--- config.mk ---
export PLATFORM = sky130hd
export DESIGN_NAME = ir_carrier_tx
export DESIGN_NICKNAME = d
export VERILOG_FILES = /design/src/rtl/ir_tx_pkg.sv /design/src/rtl/irtx_carrier_counter.sv /design/src/rtl/irtx_carrier_shaper.sv /design/src/rtl/irtx_out_stage.sv /design/src/rtl/irtx_irq_collect.sv /design/src/rtl/ir_carrier_tx.sv
export SDC_FILE = /design/constraint.sdc
export NUM_CORES = 1
export LEC_CHECK = 0
export ABC_AREA = 1
export CAP_MARGIN = 10
export CORE_MARGIN = 2
export CORE_UTILIZATION = 40
export CTS_CLUSTER_DIAMETER = 30
export DETAILED_ROUTE_END_ITERATION = 7
export PLACE_DENSITY = 0.69
export SYNTH_ARGS = -nofsm -noshare
export SYNTH_HDL_FRONTEND = slang
export SYNTH_HIERARCHICAL = 1
export SYNTH_SLANG_ARGS = --single-unit
--- constraint.sdc ---
create_clock -name clk -period 1.6 [get_ports clk]
set_input_delay 0.48 -clock clk [delete_from_list [all_inputs] [get_ports clk]]
set_output_delay 0.48 -clock clk [all_outputs]
set_load 0.005 [all_outputs]
--- src/rtl/ir_tx_pkg.sv ---
package ir_tx_pkg;
  localparam int unsigned CNT_W_DEF = 8;
  localparam int unsigned N_IRQ     = 2;
  localparam int unsigned IRQ_DATA  = 0;
  localparam int unsigned IRQ_PER   = 1;
  typedef enum logic [1:0] {
    PATH_DATA_ONLY = 2'b00,
    PATH_MODULATED = 2'b01
  } path_e;
endpackage

--- src/rtl/irtx_carrier_counter.sv ---
module irtx_carrier_counter #(
  parameter int unsigned W = 8
) (
  input  logic         clk,
  input  logic         rst_n,
  input  logic         run,
  input  logic [W-1:0] limit,
  output logic [W-1:0] cnt
);
  logic at_end;
  assign at_end = (cnt >= limit);

  always_ff @(posedge clk or negedge rst_n) begin
    if (!rst_n)      cnt <= '0;
    else if (!run)   cnt <= '0;
    else if (at_end) cnt <= '0;
    else             cnt <= cnt + W'(1);
  end

  // step by one inside a cycle
  a_r2_step: assert property (@(posedge clk) disable iff (!rst_n)
    (run && cnt < limit) |=> (cnt == W'($past(cnt) + W'(1))));
  // wrap once at or above the period
  a_r2_wrap: assert property (@(posedge clk) disable iff (!rst_n)
    (run && cnt >= limit) |=> (cnt == '0));
  // held at zero while disabled
  a_r3_hold: assert property (@(posedge clk) disable iff (!rst_n)
    (!run) |=> (cnt == '0));
endmodule

--- src/rtl/irtx_carrier_shaper.sv ---
module irtx_carrier_shaper #(
  parameter int unsigned W = 8
) (
  input  logic [W-1:0] cnt,
  input  logic [W-1:0] duty,
  output logic         carrier
);
  always_comb begin
    carrier = (cnt <= duty);
  end
endmodule

--- src/rtl/irtx_out_stage.sv ---
module irtx_out_stage
  import ir_tx_pkg::*;
(
  input  logic clk,
  input  logic rst_n,
  input  logic data,
  input  logic carrier,
  input  logic mod_en,
  input  logic inv,
  output logic tx
);
  path_e path;
  logic  pre_inv;

  always_comb begin
    path    = mod_en ? PATH_MODULATED : PATH_DATA_ONLY;
    pre_inv = data;
    if (path == PATH_MODULATED) pre_inv = data & carrier;
  end

  always_ff @(posedge clk or negedge rst_n) begin
    if (!rst_n) tx <= 1'b0;
    else        tx <= pre_inv ^ inv;
  end

  // zero data forces the pin low when not inverted
  a_r5_data_low: assert property (@(posedge clk) disable iff (!rst_n)
    (!data && !inv) |=> !tx);
  // zero data gives a high pin when inverted
  a_r7_inv_high: assert property (@(posedge clk) disable iff (!rst_n)
    (!data && inv) |=> tx);
  // carrier low phase blanks the data
  a_r5_blank: assert property (@(posedge clk) disable iff (!rst_n)
    (mod_en && !carrier) |=> (tx == $past(inv)));
endmodule

--- src/rtl/irtx_irq_collect.sv ---
module irtx_irq_collect #(
  parameter int unsigned N = 2
) (
  input  logic         clk,
  input  logic         rst_n,
  input  logic [N-1:0] evt,
  input  logic [N-1:0] ie,
  input  logic         clr,
  output logic         irq
);
  logic [N-1:0] gated;
  logic         hit;

  for (genvar i = 0; i < N; i++) begin : g_src
    assign gated[i] = evt[i] & ie[i];
  end
  assign hit = |gated;

  always_ff @(posedge clk or negedge rst_n) begin
    if (!rst_n) irq <= 1'b0;
    else        irq <= hit | (irq & ~clr);
  end

  // sticky without a clear
  a_r10_sticky: assert property (@(posedge clk) disable iff (!rst_n)
    (irq && !clr) |=> irq);
  // a clear with no enabled event drops the flag
  a_r10_clear: assert property (@(posedge clk) disable iff (!rst_n)
    (clr && (evt & ie) == '0) |=> !irq);
  // masked or absent events cannot raise the flag
  a_r9_mask: assert property (@(posedge clk) disable iff (!rst_n)
    (!irq && (evt & ie) == '0) |=> !irq);
endmodule

--- src/rtl/ir_carrier_tx.sv ---
module ir_carrier_tx
  import ir_tx_pkg::*;
#(
  parameter int unsigned CNT_W = CNT_W_DEF
) (
  input  logic             clk,
  input  logic             rst_n,
  input  logic [CNT_W-1:0] period_cfg,
  input  logic [CNT_W-1:0] duty_cfg,
  input  logic             carrier_en,
  input  logic             out_inv,
  input  logic             data_bit,
  input  logic             evt_data_cmp,
  input  logic             evt_period_cmp,
  input  logic             ie_data,
  input  logic             ie_period,
  input  logic             irq_clear,
  output logic             tx_out,
  output logic             irq
);
  logic [CNT_W-1:0] car_cnt;
  logic             carrier;
  logic [N_IRQ-1:0] evt_vec;
  logic [N_IRQ-1:0] ie_vec;

  assign evt_vec[IRQ_DATA] = evt_data_cmp;
  assign evt_vec[IRQ_PER]  = evt_period_cmp;
  assign ie_vec[IRQ_DATA]  = ie_data;
  assign ie_vec[IRQ_PER]   = ie_period;

  irtx_carrier_counter #(.W(CNT_W)) u_cnt (
    .clk(clk), .rst_n(rst_n), .run(carrier_en),
    .limit(period_cfg), .cnt(car_cnt)
  );

  irtx_carrier_shaper #(.W(CNT_W)) u_shape (
    .cnt(car_cnt), .duty(duty_cfg), .carrier(carrier)
  );

  irtx_out_stage u_out (
    .clk(clk), .rst_n(rst_n), .data(data_bit), .carrier(carrier),
    .mod_en(carrier_en), .inv(out_inv), .tx(tx_out)
  );

  irtx_irq_collect #(.N(N_IRQ)) u_irq (
    .clk(clk), .rst_n(rst_n), .evt(evt_vec), .ie(ie_vec),
    .clr(irq_clear), .irq(irq)
  );

  // every carrier cycle opens with the high phase
  a_r4_start_high: assert property (@(posedge clk) disable iff (!rst_n)
    (car_cnt == '0) |-> carrier);
  // a duty at or above the period keeps the carrier high inside the cycle
  a_r4_full_high: assert property (@(posedge clk) disable iff (!rst_n)
    (duty_cfg >= period_cfg && car_cnt <= period_cfg) |-> carrier);
  // no modulation means the pin follows data and polarity
  a_r6_passthru: assert property (@(posedge clk) disable iff (!rst_n)
    (!carrier_en && data_bit && !out_inv) |=> tx_out);
endmodule

Yosys cells after proc, flatten, opt, wreduce, memory -nomap -nowiden
Cells that the tools add are included.

word-level totals
  input bits = 26
  output and inout port bits = 2
  flip-flop bits (word level) = 10
  word-level logic and storage cells = 19

cells by class
  equality and inequality tests = 1
  reductions and logical operators = 1
  $lt $le $gt $ge = 2
  muxes and demuxes = 4
  bitwise gates (word level) = 7
  $add $sub $neg = 1

operator list
  operator                                                         count
  8-bit two-way mux                                                2
  8-bit by 1-bit adder with 8-bit output, second input constant    1
  8-bit greater-or-equal comparator                                1
  8-bit less-or-equal comparator                                   1
  1-bit bitwise AND                                                4
  2-bit by 1-bit == test with 1-bit output, second input constant  1
  1-bit two-way mux                                                2
  2-bit OR reduction                                               1
  1-bit NOT                                                        1
  1-bit OR                                                         1
  1-bit bitwise XOR                                                1

Longest topological paths before layout
Gate-level depths: netlist of the first run.

  depth in word-level cells = 4
  depth in mapped cells = 15
  depth with buffers taken out = 15

By module
Netlist of the first run, hierarchy kept.

modules (own cells, without submodules)
  module                times used  sequential area each (sq um)  area each (sq um)  cells an instance
  irtx_carrier_counter  1           200.2                         620.6              83
  irtx_carrier_shaper   1           0.0                           222.7              36
  irtx_out_stage        1           25.0                          55.1               8
  irtx_irq_collect      1           25.0                          52.6               6

Least setup slack after synthesis of the first run
Ideal clock, no wire load.

  kind = input port to flip-flop
  start = input duty_cfg[5]
  end = register u_out.tx
  setup time = 0.116 ns
  buffers on the path = 0
  required time = 1.484 ns
  arrival = 1.328 ns
  stages = 12
  slack = 0.156 ns
  cell sequence = inv_1 > ha_1 > a21oi_2 > nor2_1 > nor2_2 > nand2_1 > nand2_1 > inv_1 > nand2_2 > nand2_1 > nand2_1 > nand2_1

on the way
  word-level cells in the longest chain between the ends = 4

RTL lines
  element                         RTL line                  text
  start, declared                 ir_carrier_tx.sv:9        input logic [CNT_W-1:0] duty_cfg,
  8-bit less-or-equal comparator  irtx_carrier_shaper.sv:9  carrier = (cnt <= duty);
  net carrier                     ir_carrier_tx.sv:22       logic carrier;
  1-bit bitwise AND               irtx_out_stage.sv:18      if (path == PATH_MODULATED) pre_inv = data & carrier;
  1-bit two-way mux               irtx_out_stage.sv:18
  1-bit bitwise XOR               irtx_out_stage.sv:23      else tx <= pre_inv ^ inv;
  end signal, assigned            irtx_out_stage.sv:23
  end, declared                   irtx_out_stage.sv:10      output logic tx

The timed path passes the listed nets, and every way through them passes these cells.

Worst setup path in the final report of the first run
  start = register u_out.tx
  end = output tx_out

RTL lines
  element        RTL line             text
  end, declared  ir_carrier_tx.sv:18  output logic tx_out,

No word-level cell between the ends.

==> metrics.txt, run 1 <==
# hold bufs at CTS=0; number of cells after detailed placement=~190; Avg Inst Size Synth=~7 sq um; type of the setup path with the least slack=register to output pin; number of antenna violations at the first check in global routing=0; gate count of the mapped netlist=around 130; worst-path maximum fanout=1; share of the synthesized area in the top cell type=approximately a quarter; Die W=52.8 microns; final layout net count=approximately 210; global-route wire length before repair=~3700 microns; total CTS buffers=3; relative max-transition margin=roughly 67%; met1 routed wirelength after detailed routing=~940 microns; height of the die=around 53 microns; outcome=completed; register area share after synthesis=approximately a quarter; Period minus WS final=around 1.6 ns; power density over the cells=445 nW/um^2; number of failing hold endpoints at the final stage=0; root buf cell=clkbuf_4; row cnt=17; CP Launch Type=register; CTS Buffer Depth=2; antenna viol nets, final=0; Final Setup Violations=0; starting utilization of the core area=between 40% and 50%; clk sinks=10; maximum ir drop on the vdd rail=583 uV; diode count=0; async set or reset register ratio after synthesis=100%; largest stage delay on the critical path=around 0.49 ns; Setup WS post-layout=~0.043 ns; required time of the critical path=between 1 and 1.5 ns; cell area after synthesis=between 900 and 1000 sq um; grt total ovfl=0; number of optimization iterations in the first detailed-route pass=4; placed standard-cell area=1260 sq um; worst path buffer plus inverter count=1; final std cells w/o fill=192; net count of the mapped netlist=~180; count of flip-flops with a built-in enable after synthesis=0; via count of the first global-routing pass=954; worst clock skew on the final layout=roughly 0.0014 ns; final HPWL from detailed placement=between 1500 and 2000 microns; family of cells with the greatest summed delay on the critical path=buffers and inverters; RSZ-0062 raised after global routing=yes; DRC marker count from the first detailed-route iteration=12; footprint of the flip-flops and latches=about 260 sq um; via count=about 960; clock tree from TritonCTS=yes; commonest register cell after synthesis=dfrtp_1; transition time at the pin with the least slew margin=roughly 0.50 ns; cell breakdown of the critical path=clkdlybuf4s50_1; highest routed layer=met4; total DRC errors in the routed layout=0; final worst-path cycle share=97.3%; count of input and output buffers=27; core box area=2230 sq um; IO Pins=28; final-layout fill cell count=199; WL met2=between 1000 and 1500 microns; cell with the most instances after synthesis=nand2_1; Synth top cells by count=nand2_1, inv_1, ha_1; Max Fclk=roughly 640 MHz; arrival time worst endpoint=1.08 ns; insertion delay to the later sink of the worst-skew pair=~0.26 ns; metal3 WL=113 microns; routed wire length per instance=between 10 and 15 microns; yosys synthesis warning count=6; Total Wirelength=between 2000 and 2500 microns; register bit total from synthesis=10; post-synthesis to final-layout area growth=55.5%; cell types with the largest area share after synthesis=dfrtp_1, ha_1, nand2_1; post-placement setup slack=-0.415 ns; Max stage delay cell, worst path=clkdlybuf4s50_1; HP Class=register to register; final RePlAce weighted congestion=0.835; DR vias/cell=between 4 and 5; All-Layer GR Usage=roughly 18%; Clock Pin Slew Worst Setup and Hold Paths=around 0.070 ns; area taken by multi-input logic gates=773 sq um; largest net degree at the start of global routing=11; max-cap viol count=0; H-Tree Depth=1; library cell occupying the most area in the post-synthesis netlist=dfrtp_1; area of the die=about 2800 sq um; final core utilization=~66%; Max Transition Viols Final=0; CP Capture Type=output pin; total non-filler cell area in the finished layout=~1500 sq um; Static Leakage=~0.79 nW; number of distinct library cells after synthesis=19; share of post-route cells with drive strength above 1=34.8%
==> power breakdown <==
part	leakage (nW)	internal, mW	switching [mW]
Clock	0.0138	0.0869	0.0941
Combinational	0.650	0.109	0.0894
Sequential	0.126	0.264	0.0147
==> sequential cells by signal, indices dropped and copies added (netlist names) <==
| signal | cells |
|---|---|
| u_out/tx | 1 |
| u_irq/irq | 1 |
| u_cnt/cnt | 8 |
==> per-layer routing <==
metal	vias up	GRT usage, %
met5	-	0
met4	0	2.56
met3	4	4.29
met2	30	35.2
met1	444	18.5
li1	480	-
==> cell families (layout without fill, tap and decap cells) <==
group                    Yosys count  after routing  share of synthesized area (%)
AO/OA/AOI/OAI                      9              9                           6.84
adder cells (fa/ha/maj)           17             17                           22.4
buffers and inverters             31             62                           12.4
flip-flops                        10             10                           26.3
AND/OR/NAND/NOR                   66             66                           32.1
==> layout by cell type (no fill, tap or decap), types with 3 or more instances in the layout <==
cell type and n:
nand3_1 8, clkdlybuf4s50_1 11, nor2_1 3, ha_1 6
dlygate4sd2_1 12, inv_2 12, a21oi_1 3, clkbuf_4 3
nand2_1 28, nor2_2 10, dfrtp_2 4, nand2_2 6
nand4_1 3, ha_4 10, dfrtp_1 6, dlymetal6s2s_1 4
inv_1 18
==> what timing repair did <==
item / in CTS / in global routing
endpoints found under the setup margin: 10 / 9
pin swaps: 30 / 8
endpoints found under the hold margin: 0 / 0
buffers inserted: 0 / 1
gates resized for setup: 39 / 20
==> cell type report <==
| type | count | share of cell area (%) |
|---|---|---|
| inverters | 30 | 7.61 |
| clock buffers | 3 | 1.52 |
| well taps | 28 | 2.37 |
| repair buffers | 29 | 19.0 |
| flip-flops and latches | 10 | 17.3 |
| multi-input cells | 92 | 52.3 |
==> per-stage QoR <==
step	TNS [ns]	total power, mW	hold WS, ns
final	0	0.659	0.492
after CTS	0	0.648	0.494
after global routing	-0.0104	0.700	0.518
after detailed placement	-3.45	0.454	0.480
after global placement	-3.09	0.444	0.476
after floorplan	0	0.353	0.184
==> path summary, 6_finish.rpt <==
check / start / slack (ns) / depth (start not counted) / end
hold / removal: u_irq/irq / 0.49 / 2 / u_irq/irq
max in group asynchronous: rst_n / 0.69 / 1 / u_cnt/cnt[3]
min in group asynchronous: rst_n / 0.54 / 1 / u_irq/irq
setup / recovery: u_out/tx / 0.04 / 1 / tx_out
setup reg to reg: u_cnt/cnt[7] / 0.09 / 10 / u_out/tx
hold reg to reg: u_irq/irq / 0.49 / 2 / u_irq/irq
(Power assumes the default switching activity.)
==> inputs of run 2 (changes only) <==
--- a/config.mk
+++ b/config.mk
@@ -6,7 +6,6 @@
 export NUM_CORES = 1
 export LEC_CHECK = 0
 export ABC_AREA = 1
-export CAP_MARGIN = 10
 export CORE_MARGIN = 2
 export CORE_UTILIZATION = 40
 export CTS_CLUSTER_DIAMETER = 30
==> constraint.sdc (replaced) <==
create_clock -name clk -period 1.5 [get_ports clk]
set_input_delay 0.45 -clock clk [delete_from_list [all_inputs] [get_ports clk]]
set_output_delay 0.45 -clock clk [all_outputs]
set_load 0.005 [all_outputs]
==> metrics.txt, run 2 (synthesis results as in run 1) <==
total CTS buffers=3 (unchanged); All-Layer GR Usage=20.5% (+2.9 points); final worst-path cycle share=roughly 100%; # hold bufs at CTS=0 (unchanged); most used cells in the layout excluding fill and tap cells=nand2_1, inv_1, dlygate4sd2_1; DR vias/cell=4.97 (-0.30%); grt total ovfl=0 (unchanged); count of input and output buffers=27 (unchanged); RSZ-0062 raised after global routing=yes; setup TNS=0 ns (unchanged); Max Fclk=672 MHz; routed wire length per instance=12.7 microns (+2.8%); root buf cell=clkbuf_4; height of the die=52.8 microns (unchanged); Final Setup Violations=0 (unchanged); Period minus WS final=1.49 ns; most flop-heavy register=u_cnt/cnt; max-cap viol count=0 (unchanged); met2 GRT Util=39.8% (+4.6 points); area of the die=2780 sq um (unchanged); DRC marker count from the first detailed-route iteration=28 (+16); outcome=completed; Max Transition Viols Final=0 (unchanged); depth of the worst register-to-register path=11 (+1); relative max-transition margin=69.7% (+2.9 points); CTS Buffer Depth=2 (unchanged); final HPWL from detailed placement=1720 microns (+1.7%); largest net degree at the start of global routing=11 (unchanged); maximum ir drop on the vdd rail=536 uV (-8.1%); required time of the critical path=1.67 ns (+0.55 ns); arrival time worst endpoint=1.66 ns (+0.58 ns); number of antenna violations at the first check in global routing=0 (unchanged); HP Class=input pin to async pin; diode count=0 (unchanged); layer with the highest usage after global routing=met2; clock tree from TritonCTS=yes; CP Launch Type=register; worst-path maximum fanout=4 (+3); number of optimization iterations in the first detailed-route pass=4 (unchanged); H-Tree Depth=1 (unchanged); global routing usage on met3=6.00% (+1.7 points); via count of the first global-routing pass=994 (+4.2%); post-synthesis to final-layout area growth=63.6%; Static Leakage=0.793 nW (+0.42%); CP Capture Type=register; launch point of the worst reg-to-reg path=u_cnt/cnt[5]; via count=985 (+2.8%); power density over the cells=501 nW/um^2 (+12%); met1 Use GR=19.4% (+0.92 points); final RePlAce weighted congestion=0.878 (+5.2%); starting utilization of the core area=42.6% (unchanged); final layout net count=214 (+2.4%); max reg flops=8 (unchanged); Max stage delay cell, worst path=dfrtp_2; share of post-route cells with drive strength above 1=42.4% (+7.6 points); core box area=2230 sq um (unchanged); clk sinks=10 (unchanged); type of the setup path with the least slack=register to register; post-layout total power=0.779 mW (+18%); number of failing hold endpoints at the final stage=0 (unchanged); Die W=52.8 microns (unchanged); Critical Path Most Common Cell=nand2_1; Clock Pin Slew Worst Setup and Hold Paths=0.07 ns (about the same); row cnt=17 (unchanged); most frequent standard cell in the layout excluding fill and tap cells=nand2_1; insertion delay to the later sink of the worst-skew pair=0.27 ns (about the same); cell breakdown of the critical path=ha_4 -> a21oi_2 -> nor2_2 -> nor2_2 -> nand2_1 -> nand2_1 -> inv_1 -> nand2_2 -> nand2_2 -> nand2_1 -> nand2_1; worst clock skew on the final layout=0.00689 ns (+0.00554 ns); reg2reg end=u_out/tx; IO Pins=28 (unchanged); largest stage delay on the critical path=0.46 ns (-0.03 ns); antenna viol nets, final=0 (unchanged); Total Wirelength=2520 microns (+6.0%); largest registers=u_cnt/cnt x8, u_irq/irq x1, u_out/tx x1; transition time at the pin with the least slew margin=0.452 ns (-0.0430 ns); global-route wire length before repair=4020 microns (+10%); total DRC errors in the routed layout=0 (unchanged); register-to-register setup slack=0.01 ns (-0.08 ns)
run 2: how the worst max path moves through the flow:
stage | start | endpoint | slack, ns
floorplan | duty_cfg[5] | u_out/tx | 0.09
global placement | duty_cfg[5] | u_out/tx | -0.46
detailed placement | duty_cfg[7] | u_out/tx | -0.48
CTS | u_cnt/cnt[5] | u_out/tx | 0.003
global route | u_cnt/cnt[4] | u_cnt/cnt[6] | -0.07
finish | u_cnt/cnt[5] | u_out/tx | 0.01
run 2: per-stage QoR:
step | worst slack (ns) | cells | hold slack, ns | cell area [sq um] | util (%)
CTS | 0.00312 | 195 | 0.485 | 1450 | 64.9
floorplan | 0.0860 | 133 | 0.154 | 951 | -
finish | 0.0109 | 198 | 0.486 | 1560 | 69.6
global route | -0.0668 | 198 | 0.509 | 1560 | 69.6
global placement | -0.460 | 190 | 0.476 | 1270 | 57.0
detailed placement | -0.476 | 190 | 0.487 | 1270 | 57.0
run 2: layout make-up:
class                           instances  area, sq um
Clock buffer                            4         36.3
Fill cell                             184          678
Inverter                               30          113
Multi-Input combinational cell         92          807
Sequential cell                        10          259
Tap cell                               28         35.0
Timing Repair Buffer                   34          305
run 2: routing by layer:
layer	routed length (microns)	part of all wire, %	up-vias
li1	-	-	488
met1	920	36	462
met2	1410	56	31
met3	149	5.9	4
met4	43	1.7	0
met5	0	0	-
run 2: power breakdown:
group / switching [mW] / leakage, nW / internal [mW] / total (mW)
logic: 0.106 / 0.651 / 0.128 / 0.234
clock network: 0.103 / 0.0210 / 0.148 / 0.250
registers: 0.0130 / 0.121 / 0.282 / 0.295
run 2: critical path: cells and delay by family (launching register included):
| family | cells | cell delay, ns |
|---|---|---|
| compound gates | 1 | 0.14 |
| simple gates | 8 | 0.51 |
| flops | 1 | 0.46 |
| buf+inv | 1 | 0.04 |
| fa+ha+maj | 1 | 0.25 |
run 2: what timing repair did:
item / CTS / global route
setup buffers: 1 / 3
resized for setup: 48 / 22
setup endpoints to repair: 11 / 9
gates cloned: 0 / 0
pin swaps: 37 / 13
==> inputs of run 3 (changes only) <==
--- a/config.mk
+++ b/config.mk
@@ -6,7 +6,7 @@
 export NUM_CORES = 1
 export LEC_CHECK = 0
 export ABC_AREA = 1
-export CORE_MARGIN = 2
+export CORE_MARGIN = 3
 export CORE_UTILIZATION = 40
 export CTS_CLUSTER_DIAMETER = 30
 export DETAILED_ROUTE_END_ITERATION = 7
==> metrics.txt, run 3 (synthesis results as in run 1) <==
Die W=54.8 microns (+3.8%); via count=971 (-1.4%); most flop-heavy register=u_cnt/cnt; final HPWL from detailed placement=1650 microns (-4.2%); DR vias/cell=4.93 (-0.92%); max reg flops=8 (unchanged); footprint of the flip-flops and latches=258 sq um (-0.48%); final RePlAce weighted congestion=0.749 (-15%); CP Capture Type=register; IO Pins=28 (unchanged); maximum ir drop on the vdd rail=566 uV (+5.6%); share of post-route cells with drive strength above 1=36.1% (-6.3 points); worst-path maximum fanout=5 (+1); proportion of power drawn by the clock network=32.9% (+0.8 points); final worst-path cycle share=95.1% (-4.1 points); HP Class=register to register; CP Launch Type=register; proportion of power drawn by combinational gates=28.3% (-1.7 points); CTS Buffer Depth=2 (unchanged); number of antenna violations at the first check in global routing=0 (unchanged); clk sinks=10 (unchanged); Total Wirelength=2380 microns (-5.6%); routed wire length per instance=12.1 microns (-5.1%); final-layout fill cell count=195 (+6.0%); total DRC errors in the routed layout=0 (unchanged); Static Leakage=0.810 nW (+2.1%); depth of the worst register-to-register path=10 (-1); largest registers=u_cnt/cnt x8, u_irq/irq x1, u_out/tx x1; DRC marker count from the first detailed-route iteration=9 (-68%); global-route wire length before repair=3650 microns (-9.2%); total CTS buffers=3 (unchanged); worst hold slack across all endpoints=0.492 ns (+0.00602 ns); relative max-transition margin=68.1% (-1.6 points); setup TNS=0 ns (unchanged); required time of the critical path=1.67 ns (about the same); outcome=completed; final layout net count=213 (-0.47%); RSZ-0062 raised after global routing=yes; Final Setup Violations=0 (unchanged); area taken by multi-input logic gates=777 sq um (-3.7%); post-synthesis to final-layout area growth=61.1%; fraction of power spent switching nets=28.1% (-0.32 points); power density over the cells=499 nW/um^2 (-0.43%); largest stage delay on the critical path=0.48 ns (+0.02 ns); clock tree from TritonCTS=yes; Max Fclk=701 MHz (+4.3%); count of input and output buffers=27 (unchanged); row cnt=17 (unchanged); insertion delay to the later sink of the worst-skew pair=0.27 ns (about the same); power share of the sequential group=38.8% (+0.9 points); number of optimization iterations in the first detailed-route pass=4 (unchanged); starting utilization of the core area=42.6% (unchanged); number of failing hold endpoints at the final stage=0 (unchanged); most used cells in the layout excluding fill and tap cells=nand2_1, inv_1, dlygate4sd2_1; diode count=0 (unchanged); worst clock skew on the final layout=0.00311 ns (-0.00378 ns); Period minus WS final=1.43 ns (-0.0620 ns); Clock Pin Slew Worst Setup and Hold Paths=0.07 ns (about the same); met1 Use GR=18.6% (-0.80 points); Worst Hold Path Cells=2; H-Tree Depth=1 (unchanged); # hold bufs at CTS=0 (unchanged); Max Transition Viols Final=0 (unchanged); max-cap viol count=0 (unchanged); All-Layer GR Usage=17.2% (-3.3 points); largest net degree at the start of global routing=11 (unchanged); most frequent standard cell in the layout excluding fill and tap cells=nand2_1; grt total ovfl=0 (unchanged); internal portion of total power=0.549 mW (-1.5%); cell breakdown of the critical path=ha_4 -> nand2_4 -> nor2_4 -> nand4_1 -> nand2_1 -> inv_1 -> nand2_2 -> nand2_1 -> nand2_1 -> nand2_1; type of the setup path with the least slack=register to register; final std cells w/o fill=197 (-0.51%); Max stage delay cell, worst path=dfrtp_2; via count of the first global-routing pass=904 (-9.1%); antenna viol nets, final=0 (unchanged); core box area=2230 sq um (unchanged); arrival time worst endpoint=1.59 ns (-0.07 ns); transition time at the pin with the least slew margin=0.477 ns (+0.0243 ns); net switching power=0.215 mW (-3.0%); area of the die=3000 sq um (+7.7%); Critical Path Most Common Cell=nand2_1; number of cells after detailed placement=190 (unchanged); layer with the highest usage after global routing=met2; root buf cell=clkbuf_4; met2 GRT Util=33.1% (-6.7 points); global routing usage on met3=1.91% (-4.1 points); height of the die=54.8 microns (+3.8%)
-- run 3: cell types whose count changed in the layout (fill, tap and decap cells not counted), moves of 2 or more --
cell            before  now
nand2_1             23   27
nand2_2             10    6
nor2_1               3    7
nor2_2              10    6
dlymetal6s2s_1       0    2
-- run 3: repair_timing --
action | in CTS | in global routing
pin swaps | 35 | 14
gates resized for setup | 44 | 16
buffers inserted | 0 | 3
endpoints found under the setup margin | 11 | 9
hold endpoints to repair | 0 | 0
-- run 3: power groups by stage --
stage	logic, mW	clock network [mW]	registers (mW)
CTS	0.198	0.257	0.296
floorplan	0.0809	0	0.296
global placement	0.177	0	0.298
finish	0.216	0.251	0.296
global route	0.244	0.263	0.298
detailed placement	0.184	0	0.298
-- run 3: per-layer routing --
metal	vias to the layer above	routed length, microns
met5	-	0
met4	0	8
met3	2	94
met1	462	933
li1	488	-
met2	19	1350
-- run 3: area by class of cell --
type                       count  share of cell area, %
multi-input combinational     92                   50.7
timing repair buffer          33                   20.4
sequential                    10                   16.8
inverter                      30                   7.35
clock buffer                   4                   2.37
tap                           28                   2.29
-- run 3: worst max-delay path: cells and delay by family (launching register included) --
kind	cells	cell delay, ns
buf+inv	1	0.04
flops	1	0.48
fa+ha+maj	1	0.30
simple gates	8	0.49
-- run 3: final timing paths --
kind                               from            to  slack [ns]
max                        u_cnt/cnt[6]      u_out/tx        0.07
min                           u_irq/irq     u_irq/irq        0.49
min reg2reg                   u_irq/irq     u_irq/irq        0.49
max in group asynchronous         rst_n  u_cnt/cnt[1]        0.65
min in group asynchronous         rst_n  u_cnt/cnt[0]        0.50
max reg2reg                u_cnt/cnt[6]      u_out/tx        0.07
-- run 3: per-stage QoR --
| stage | instance area, sq um | worst slack (ns) | total power [mW] | util [%] |
|---|---|---|---|---|
| 3_5_place_dp | 1290 | -0.463 | 0.482 | 57.6 |
| 6_report | 1530 | 0.0729 | 0.764 | 68.6 |
| 4_1_cts | 1450 | -0.00909 | 0.751 | 64.8 |
| 5_1_grt | 1530 | -0.0463 | 0.805 | 68.6 |
| 2_1_floorplan | 951 | 0.0860 | 0.377 | - |
| 3_3_place_gp | 1290 | -0.439 | 0.475 | 57.6 |
